<file path="src/rtl/xl_pkg.sv">
package xl_pkg;
  typedef enum logic [1:0] {
    OWN_NONE = 2'd0,
    OWN_SW   = 2'd1,
    OWN_TAP  = 2'd2
  } owner_e;

  localparam int unsigned AddrW = 4;
  localparam logic [AddrW-1:0] A_CLAIM  = 4'd0;
  localparam logic [AddrW-1:0] A_EN     = 4'd1;
  localparam logic [AddrW-1:0] A_CMD    = 4'd2;
  localparam logic [AddrW-1:0] A_CTRL   = 4'd3;
  localparam logic [AddrW-1:0] A_TARGET = 4'd4;
  localparam logic [AddrW-1:0] A_VTEST  = 4'd5;
  localparam int unsigned      TokBase  = 8;
endpackage

</file>
<file path="src/rtl/xl_arbiter.sv">
module xl_arbiter #(
  parameter int unsigned ClaimW   = 8,
  parameter logic [ClaimW-1:0] ClaimKey = 8'h5A
) (
  input  logic              clk_i,
  input  logic              rst_ni,
  input  logic              sw_claim_wr_i,
  input  logic [ClaimW-1:0] sw_claim_val_i,
  input  logic              tap_claim_wr_i,
  input  logic [ClaimW-1:0] tap_claim_val_i,
  output xl_pkg::owner_e    owner_o
);
  import xl_pkg::*;

  owner_e owner_q, owner_d;
  logic   sw_take, sw_drop, tap_take, tap_drop, owner_upd;

  always_comb begin
    sw_take  = sw_claim_wr_i  && (sw_claim_val_i  == ClaimKey);
    sw_drop  = sw_claim_wr_i  && (sw_claim_val_i  == '0);
    tap_take = tap_claim_wr_i && (tap_claim_val_i == ClaimKey);
    tap_drop = tap_claim_wr_i && (tap_claim_val_i == '0);
    owner_d  = owner_q;
    unique case (owner_q)
      OWN_NONE: begin
        if (tap_take)     owner_d = OWN_TAP;
        else if (sw_take) owner_d = OWN_SW;
      end
      OWN_SW:  if (sw_drop)  owner_d = OWN_NONE;
      OWN_TAP: if (tap_drop) owner_d = OWN_NONE;
      default: owner_d = OWN_NONE;
    endcase
    owner_upd = (owner_d != owner_q);
  end

  always_ff @(posedge clk_i or negedge rst_ni) begin
    if (!rst_ni)        owner_q <= OWN_NONE;
    else if (owner_upd) owner_q <= owner_d;
  end

  assign owner_o = owner_q;

  AST_FREE_GRANT: assert property (@(posedge clk_i) disable iff (!rst_ni)
    (owner_q == OWN_NONE && sw_take && !tap_take) |=> (owner_q == OWN_SW));
  AST_TAP_WINS: assert property (@(posedge clk_i) disable iff (!rst_ni)
    (owner_q == OWN_NONE && sw_take && tap_take) |=> (owner_q == OWN_TAP));
  AST_SW_HOLD: assert property (@(posedge clk_i) disable iff (!rst_ni)
    (owner_q == OWN_SW && !sw_drop) |=> (owner_q == OWN_SW));
  AST_OWNER_RELEASE: assert property (@(posedge clk_i) disable iff (!rst_ni)
    (owner_q == OWN_TAP && tap_drop) |=> (owner_q == OWN_NONE));
endmodule

</file>
<file path="src/rtl/xl_regfile.sv">
module xl_regfile #(
  parameter int unsigned DataW    = 32,
  parameter int unsigned TokWords = 4,
  parameter int unsigned TargetW  = 5,
  parameter int unsigned CtrlW    = 1,
  parameter int unsigned VtestW   = 32
) (
  input  logic                         clk_i,
  input  logic                         rst_ni,
  input  logic                         we_i,
  input  logic [xl_pkg::AddrW-1:0]     addr_i,
  input  logic [DataW-1:0]             wdata_i,
  output logic [CtrlW-1:0]             ctrl_o,
  output logic [TargetW-1:0]           target_o,
  output logic [VtestW-1:0]            vtest_o,
  output logic [TokWords*DataW-1:0]    token_o,
  output logic                         start_o
);
  import xl_pkg::*;

  logic [CtrlW-1:0]   ctrl_q;
  logic [TargetW-1:0] target_q;
  logic [VtestW-1:0]  vtest_q;
  logic               start_q, start_d;
  logic               ctrl_en, target_en, vtest_en;

  always_comb begin
    ctrl_en   = we_i && (addr_i == A_CTRL);
    target_en = we_i && (addr_i == A_TARGET);
    vtest_en  = we_i && (addr_i == A_VTEST);
    start_d   = we_i && (addr_i == A_CMD) && wdata_i[0];
  end

  always_ff @(posedge clk_i or negedge rst_ni) begin
    if (!rst_ni) begin
      ctrl_q   <= '0;
      target_q <= '0;
      vtest_q  <= '0;
      start_q  <= 1'b0;
    end else begin
      if (ctrl_en)   ctrl_q   <= wdata_i[CtrlW-1:0];
      if (target_en) target_q <= wdata_i[TargetW-1:0];
      if (vtest_en)  vtest_q  <= wdata_i[VtestW-1:0];
      start_q <= start_d;
    end
  end

  for (genvar i = 0; i < TokWords; i++) begin : g_tok
    logic [DataW-1:0] word_q;
    logic             word_en;
    assign word_en = we_i && (int'(addr_i) == TokBase + i);
    always_ff @(posedge clk_i or negedge rst_ni) begin
      if (!rst_ni)      word_q <= '0;
      else if (word_en) word_q <= wdata_i;
    end
    assign token_o[i*DataW +: DataW] = word_q;
  end

  assign ctrl_o   = ctrl_q;
  assign target_o = target_q;
  assign vtest_o  = vtest_q;
  assign start_o  = start_q;

  AST_LOCKED_HOLD: assert property (@(posedge clk_i) disable iff (!rst_ni)
    !we_i |=> ($stable(target_q) && $stable(ctrl_q) && $stable(vtest_q)));
  AST_START_SOURCE: assert property (@(posedge clk_i) disable iff (!rst_ni)
    start_q |-> $past(we_i));
endmodule

</file>
<file path="src/rtl/xl_rdmux.sv">
module xl_rdmux #(
  parameter int unsigned DataW    = 32,
  parameter int unsigned TokWords = 4,
  parameter int unsigned TargetW  = 5,
  parameter int unsigned CtrlW    = 1,
  parameter int unsigned VtestW   = 32,
  parameter int unsigned ClaimW   = 8,
  parameter logic [ClaimW-1:0] ClaimKey = 8'h5A
) (
  input  logic [xl_pkg::AddrW-1:0]  addr_i,
  input  logic                      owns_i,
  input  logic                      en_i,
  input  logic [CtrlW-1:0]          ctrl_i,
  input  logic [TargetW-1:0]        target_i,
  input  logic [VtestW-1:0]         vtest_i,
  input  logic [TokWords*DataW-1:0] token_i,
  output logic [DataW-1:0]          rdata_o
);
  import xl_pkg::*;

  always_comb begin
    rdata_o = '0;
    unique case (addr_i)
      A_CLAIM:  rdata_o = DataW'(owns_i ? ClaimKey : '0);
      A_EN:     rdata_o = DataW'(en_i);
      A_CTRL:   rdata_o = DataW'(ctrl_i);
      A_TARGET: rdata_o = DataW'(target_i);
      A_VTEST:  rdata_o = DataW'(vtest_i);
      default:  rdata_o = '0;
    endcase
    for (int i = 0; i < int'(TokWords); i++) begin
      if (int'(addr_i) == TokBase + i) rdata_o = token_i[i*DataW +: DataW];
    end
  end
endmodule

</file>
<file path="src/rtl/xfer_lock.sv">
module xfer_lock #(
  parameter int unsigned DataW    = 32,
  parameter int unsigned TokWords = 4,
  parameter int unsigned TargetW  = 5,
  parameter int unsigned CtrlW    = 1,
  parameter int unsigned VtestW   = 32,
  parameter int unsigned ClaimW   = 8,
  parameter logic [ClaimW-1:0] ClaimKey = 8'h5A
) (
  input  logic                         clk_i,
  input  logic                         rst_ni,
  input  logic                         busy_i,
  input  logic                         sw_wr_i,
  input  logic [xl_pkg::AddrW-1:0]     sw_addr_i,
  input  logic [DataW-1:0]             sw_wdata_i,
  output logic [DataW-1:0]             sw_rdata_o,
  input  logic                         tap_wr_i,
  input  logic [xl_pkg::AddrW-1:0]     tap_addr_i,
  input  logic [DataW-1:0]             tap_wdata_i,
  output logic [DataW-1:0]             tap_rdata_o,
  output logic                         sw_en_o,
  output logic                         tap_en_o,
  output logic                         start_o,
  output logic [CtrlW-1:0]             ctrl_o,
  output logic [TargetW-1:0]           target_o,
  output logic [VtestW-1:0]            vtest_o,
  output logic [TokWords*DataW-1:0]    token_o
);
  import xl_pkg::*;

  owner_e               owner;
  logic                 sw_owns, tap_owns, sw_we, tap_we, reg_we;
  logic [AddrW-1:0]     reg_addr;
  logic [DataW-1:0]     reg_wdata;

  xl_arbiter #(.ClaimW(ClaimW), .ClaimKey(ClaimKey)) u_arb (
    .clk_i           (clk_i),
    .rst_ni          (rst_ni),
    .sw_claim_wr_i   (sw_wr_i && (sw_addr_i == A_CLAIM)),
    .sw_claim_val_i  (sw_wdata_i[ClaimW-1:0]),
    .tap_claim_wr_i  (tap_wr_i && (tap_addr_i == A_CLAIM)),
    .tap_claim_val_i (tap_wdata_i[ClaimW-1:0]),
    .owner_o         (owner)
  );

  always_comb begin
    sw_owns   = (owner == OWN_SW);
    tap_owns  = (owner == OWN_TAP);
    sw_en_o   = sw_owns  && !busy_i;
    tap_en_o  = tap_owns && !busy_i;
    sw_we     = sw_wr_i  && sw_en_o  && (sw_addr_i  != A_CLAIM);
    tap_we    = tap_wr_i && tap_en_o && (tap_addr_i != A_CLAIM);
    reg_we    = sw_we || tap_we;
    reg_addr  = tap_we ? tap_addr_i  : sw_addr_i;
    reg_wdata = tap_we ? tap_wdata_i : sw_wdata_i;
  end

  xl_regfile #(
    .DataW(DataW), .TokWords(TokWords), .TargetW(TargetW),
    .CtrlW(CtrlW), .VtestW(VtestW)
  ) u_regs (
    .clk_i    (clk_i),
    .rst_ni   (rst_ni),
    .we_i     (reg_we),
    .addr_i   (reg_addr),
    .wdata_i  (reg_wdata),
    .ctrl_o   (ctrl_o),
    .target_o (target_o),
    .vtest_o  (vtest_o),
    .token_o  (token_o),
    .start_o  (start_o)
  );

  xl_rdmux #(
    .DataW(DataW), .TokWords(TokWords), .TargetW(TargetW), .CtrlW(CtrlW),
    .VtestW(VtestW), .ClaimW(ClaimW), .ClaimKey(ClaimKey)
  ) u_rd_sw (
    .addr_i (sw_addr_i), .owns_i (sw_owns), .en_i (sw_en_o),
    .ctrl_i (ctrl_o), .target_i (target_o), .vtest_i (vtest_o),
    .token_i (token_o), .rdata_o (sw_rdata_o)
  );

  xl_rdmux #(
    .DataW(DataW), .TokWords(TokWords), .TargetW(TargetW), .CtrlW(CtrlW),
    .VtestW(VtestW), .ClaimW(ClaimW), .ClaimKey(ClaimKey)
  ) u_rd_tap (
    .addr_i (tap_addr_i), .owns_i (tap_owns), .en_i (tap_en_o),
    .ctrl_i (ctrl_o), .target_i (target_o), .vtest_i (vtest_o),
    .token_i (token_o), .rdata_o (tap_rdata_o)
  );

  AST_BUSY_FREEZE: assert property (@(posedge clk_i) disable iff (!rst_ni)
    busy_i |=> ($stable(target_o) && $stable(token_o) && $stable(ctrl_o)));
  AST_NO_START_UNOWNED: assert property (@(posedge clk_i) disable iff (!rst_ni)
    (owner == OWN_NONE) |=> !start_o);
endmodule

</file>
<file path="config.mk">
export PLATFORM = sky130hd
export DESIGN_NAME = xfer_lock
export DESIGN_NICKNAME = d
export VERILOG_FILES = /design/src/rtl/xl_pkg.sv /design/src/rtl/xl_arbiter.sv /design/src/rtl/xl_regfile.sv /design/src/rtl/xl_rdmux.sv /design/src/rtl/xfer_lock.sv
export SDC_FILE = /design/constraint.sdc
export NUM_CORES = 1
export LEC_CHECK = 0
export BUFFER_PORTS_ARGS = -buffer_cell sky130_fd_sc_hd__buf_2
export CAP_MARGIN = 10
export CORE_AREA = 2 2 156 158
export CTS_CLUSTER_SIZE = 16
export DETAILED_ROUTE_END_ITERATION = 7
export DIE_AREA = 0 0 158 160
export PLACE_DENSITY = 0.7
export SETUP_SLACK_MARGIN = 0.05
export SLEW_MARGIN = 15
export SYNTH_ARGS = -nofsm -noshare
export SYNTH_HDL_FRONTEND = slang
export SYNTH_SLANG_ARGS = --single-unit
</file>
<file path="constraint.sdc">
create_clock -name clk_i -period 5.25 [get_ports clk_i]
set_clock_uncertainty 0.15 [all_clocks]
set_input_delay 0.525 -clock clk_i [delete_from_list [all_inputs] [get_ports clk_i]]
set_output_delay 0.525 -clock clk_i [all_outputs]
set_load 0.01 [all_outputs]
</file>
==> Flow_metrics.wiki <==
{| class="wikitable"
! Metric !! Value
|-
| Placed cell areas || 0.0111 mm^2
|-
| F_max || 0.272 GHz
|-
| Synthesis-stage register bit count || 169
|-
| Post-route worst setup slack || 1.57 ns
|-
| Kind of path behind the tightest hold check || in -> reg
|-
| Library cell appearing most often on the critical path || sky130_fd_sc_hd__buf_2
|-
| Non-Filler Cell Area, Final || 0.0118 mm^2
|-
| Number of enable-type register cells in the synthesized netlist || 0
|-
| Count of buffers inserted at the top-level ports || 309
|-
| TritonCTS clock tree || yes
|-
| Detailed-placement wirelength estimate || 24400 um
|-
| Nature of the critical path startpoint || primary input
|-
| Max-slew violation total from the final report || 0
|-
| Wire per inst || 21.8 um
|-
| Gp weighted congestion || 0.881
|-
| Final period demand of the worst path || 3.68 ns
|-
| Via count of the first global-routing pass || 9397
|-
| Cell-by-cell listing of the critical path || buf_2, inv_1, nor2_2, buf_4, a21boi_0, o21ai_0, buf_2
|-
| Final Hold Violating Endpoints || 0
|-
| Setup TNS || 0 ns
|-
| Peak ir drop on the vdd network || 172 uV
|-
| Fraction of layout cells with a size suffix above 1 || 30.7%
|-
| DRC violation count after routing || 0
|-
| Total CTS buffers || 17
|-
| Share of the synthesized area in the top cell type || 45.3%
|-
| Hold path cells || 3
|-
| Layout-stage area growth over the synthesis result || 26.4%
|-
| Syn nets || 1145
|-
| Pre-antenna DRT Iters || 7
|-
| Critical path depth in cells || 7
|-
| Placement Setup Slack || 1.48 ns
|-
| DIE HEIGHT || 160 um
|-
| Final period utilization || 70.1%
|-
| Sequential cell area fraction in the yosys report || 45.3%
|-
| Number of antenna diodes || 0
|-
| Core area || 0.0238 mm^2
|-
| Asr flop ratio synth || 100%
|-
| # clock sinks || 169
|-
| Cell family with the largest share of critical-path delay || buffers and inverters
|-
| Cell at the slowest stage of the critical path || sky130_fd_sc_hd__buf_2
|-
| Die span in x || 158 um
|-
| Synthesis Warnings || 0
|-
| Leakage power || 5.54 nW
|-
| Full die area || 0.0253 mm^2
|-
| Most numerous cell types in the synthesized netlist || 216 x sky130_fd_sc_hd__nor2_1, 189 x sky130_fd_sc_hd__a21oi_1, 169 x sky130_fd_sc_hd__dfrtp_1, 74 x sky130_fd_sc_hd__o21ai_0, 55 x sky130_fd_sc_hd__clkbuf_1
|-
| Data arrival time of the worst path || 3.01 ns
|-
| Library cell with the largest summed area after synthesis || sky130_fd_sc_hd__dfrtp_1
|-
| Worst setup path class || in -> out
|-
| Count of instances resized after the clock tree is built || 0
|-
| Clock Tree Root || sky130_fd_sc_hd__clkbuf_16
|-
| Critical-path maximum fanout || 38
|-
| Overflow after GRT || 0
|-
| Average footprint of a synthesized cell || 8.74 um^2
|-
| Post-synthesis cell area || 0.00933 mm^2
|-
| Cell variety after synth || 58
|-
| Overall power consumption || 4.68 mW
|-
| Max-cap viol count || 0
|-
| Count leader, synth || sky130_fd_sc_hd__nor2_1
|-
| Post-detailed-route count of antenna-violating nets || 0
|-
| Number of setup violations in the final report || 0
|-
| Drt initial violations || 1077
|-
| Vias per Instance || 5.89
|-
| Run status || complete, no violations
|-
| Primary FF master, synth || sky130_fd_sc_hd__dfrtp_1
|-
| Deepest clock path buffer count || 2
|-
| CP endpoint kind || output port
|-
| Total track usage || 27.9%
|-
| Total wirelength of the detailed-routed design || 36300 um
|-
| Initial standard-cell utilization of the core || 39.2%
|-
| Worst skew pair latency || 0.43 ns
|-
| Max incr delay on CP || 0.70 ns
|-
| Combined buffer and inverter count along the critical path || 4
|-
| Maximum number of pins on one net before global-route repair || 94
|-
| Count of standard-cell rows || 57
|-
| Total placed cells including tap cells || 1634
|-
| Worst slew margin || 28.0%
|-
| Total number of H-tree levels || 4
|-
| Clock Pin Slew Worst Setup and Hold Paths || 0.07 ns
|-
| Final instance count without filler cells || 1666
|-
| Transition time of the tightest slew-check pin || 1.08 ns
|-
| Required time at the worst-slack endpoint || 4.58 ns
|-
| Worst Reg2Reg Path Length in Cells || 6
|-
| Number of ports placed on the die boundary || 310
|-
| Wire length of the first global-routing pass || 54400 um
|-
| RSZ-0062 raised after global routing || no
|-
| FILL cells || 2287
|-
| Nets@finish || 1408
|-
| Detailed-route via count || 9811
|-
| PwrDens || 397 mW/mm^2
|-
| Top area cells in the synthesized netlist || sky130_fd_sc_hd__dfrtp_1 45%, sky130_fd_sc_hd__a21oi_1 10%, sky130_fd_sc_hd__nor2_1 8.7%, sky130_fd_sc_hd__mux2i_1 5.1%, sky130_fd_sc_hd__o21ai_0 4.0%
|-
| Mapped Cells || 1068
|-
| Initial antenna violation count || 0
|}
-- final timing paths --
kind,start,endpoint,slack (ns)
setup / recovery,sw_addr_i[0],sw_rdata_o[31],1.57
hold / removal,sw_wdata_i[1],u_arb.owner_o[0],0.25
setup reg to reg,u_arb.owner_o[0],u_regs.g_tok[3].word_q[15],2.32
hold reg to reg,u_regs.g_tok[2].word_q[24],u_regs.g_tok[2].word_q[24],0.41
max in group asynchronous,rst_ni,u_regs.vtest_o[3],3.42
min in group asynchronous,rst_ni,u_regs.g_tok[0].word_q[21],0.55
-- flip-flops by register name, indices dropped and copies added (netlist names) --
signal               flops
u_regs.target_o          5
u_regs.vtest_o          32
u_regs.ctrl_o            1
u_regs.start_o           1
u_regs.g_tok.word_q    128
u_arb.owner_o            2
-- through the flow --
step           hold slack, ns  util (%)
2_1_floorplan          0.0794         -
3_3_place_gp            0.383      46.8
3_5_place_dp            0.407      46.8
4_1_cts                 0.236      49.4
5_1_grt                 0.250      49.5
6_report                0.252      49.5
-- power by group --
part | switching, mW | internal [mW]
Sequential | 0.397 | 1.62
Clock | 0.547 | 0.780
Combinational | 0.769 | 0.570
Total | 1.71 | 2.97
-- metal layers --
metal  vias up  wire [um]  GRT usage (%)
li1       4373          -              -
met1      4690      14500           37.6
met2       648      17000           44.3
met3       100       3450           5.18
met4         0       1220           11.5
met5         -          0              0
-- tightest hold or removal path: cells and delay by family --
kind	cells	cell delay, ns
AOI/OAI and AO/OA	1	0.07
buffers and inverters	1	0.12
and+or+nand+nor	1	0.08
-- kinds of logic after synthesis --
family,after synthesis,synth area share [%]
flops,169,45.3
simple gates,322,15.4
compound gates,403,26.8
buf+inv,108,5.04
mux,66,7.44
-- what timing repair did --
item | CTS | global route
endpoints found under the hold margin | 2 | 0
buffers inserted | 0 | 0
hold buffers | 1 | 0
-- final cells by class --
class	count	area (um^2)	area share, %
Sequential cell	169	4230	35.9
Multi-Input combinational cell	791	4700	39.9
Clock inverter	11	161	1.37
Tap cell	324	405	3.44
Timing Repair Buffer	333	1770	15.0
Inverter	19	71.3	0.605
Clock buffer	19	453	3.84
-- placed cells by master (no fill, tap or decap), types with 3 or more instances in the layout --
master,Yosys,final
sky130_fd_sc_hd__a22oi_1,11,11
sky130_fd_sc_hd__clkbuf_16,0,17
sky130_fd_sc_hd__nand2_1,41,41
sky130_fd_sc_hd__and3_1,3,3
sky130_fd_sc_hd__buf_2,16,307
sky130_fd_sc_hd__buf_4,6,21
sky130_fd_sc_hd__nand4bb_1,5,5
sky130_fd_sc_hd__nor4_1,5,5
sky130_fd_sc_hd__inv_6,0,4
sky130_fd_sc_hd__o21ai_0,74,74
sky130_fd_sc_hd__nor2_1,216,213
sky130_fd_sc_hd__a211oi_1,20,20
sky130_fd_sc_hd__mux2_2,17,17
sky130_fd_sc_hd__a21oi_1,189,189
sky130_fd_sc_hd__o32ai_4,2,5
sky130_fd_sc_hd__a21oi_2,12,12
sky130_fd_sc_hd__nor3_1,7,6
sky130_fd_sc_hd__a222oi_1,21,21
sky130_fd_sc_hd__mux2i_1,48,48
sky130_fd_sc_hd__o21ai_1,7,7
sky130_fd_sc_hd__a221oi_1,7,7
sky130_fd_sc_hd__bufinv_16,0,3
sky130_fd_sc_hd__a32o_1,3,3
sky130_fd_sc_hd__nor2b_1,18,15
sky130_fd_sc_hd__o22ai_1,16,16
sky130_fd_sc_hd__inv_1,19,19
sky130_fd_sc_hd__dfrtp_1,169,169
sky130_fd_sc_hd__nand2b_1,6,5
sky130_fd_sc_hd__a21boi_0,24,24
No activity file was read; power rests on OpenSTA's default activity.
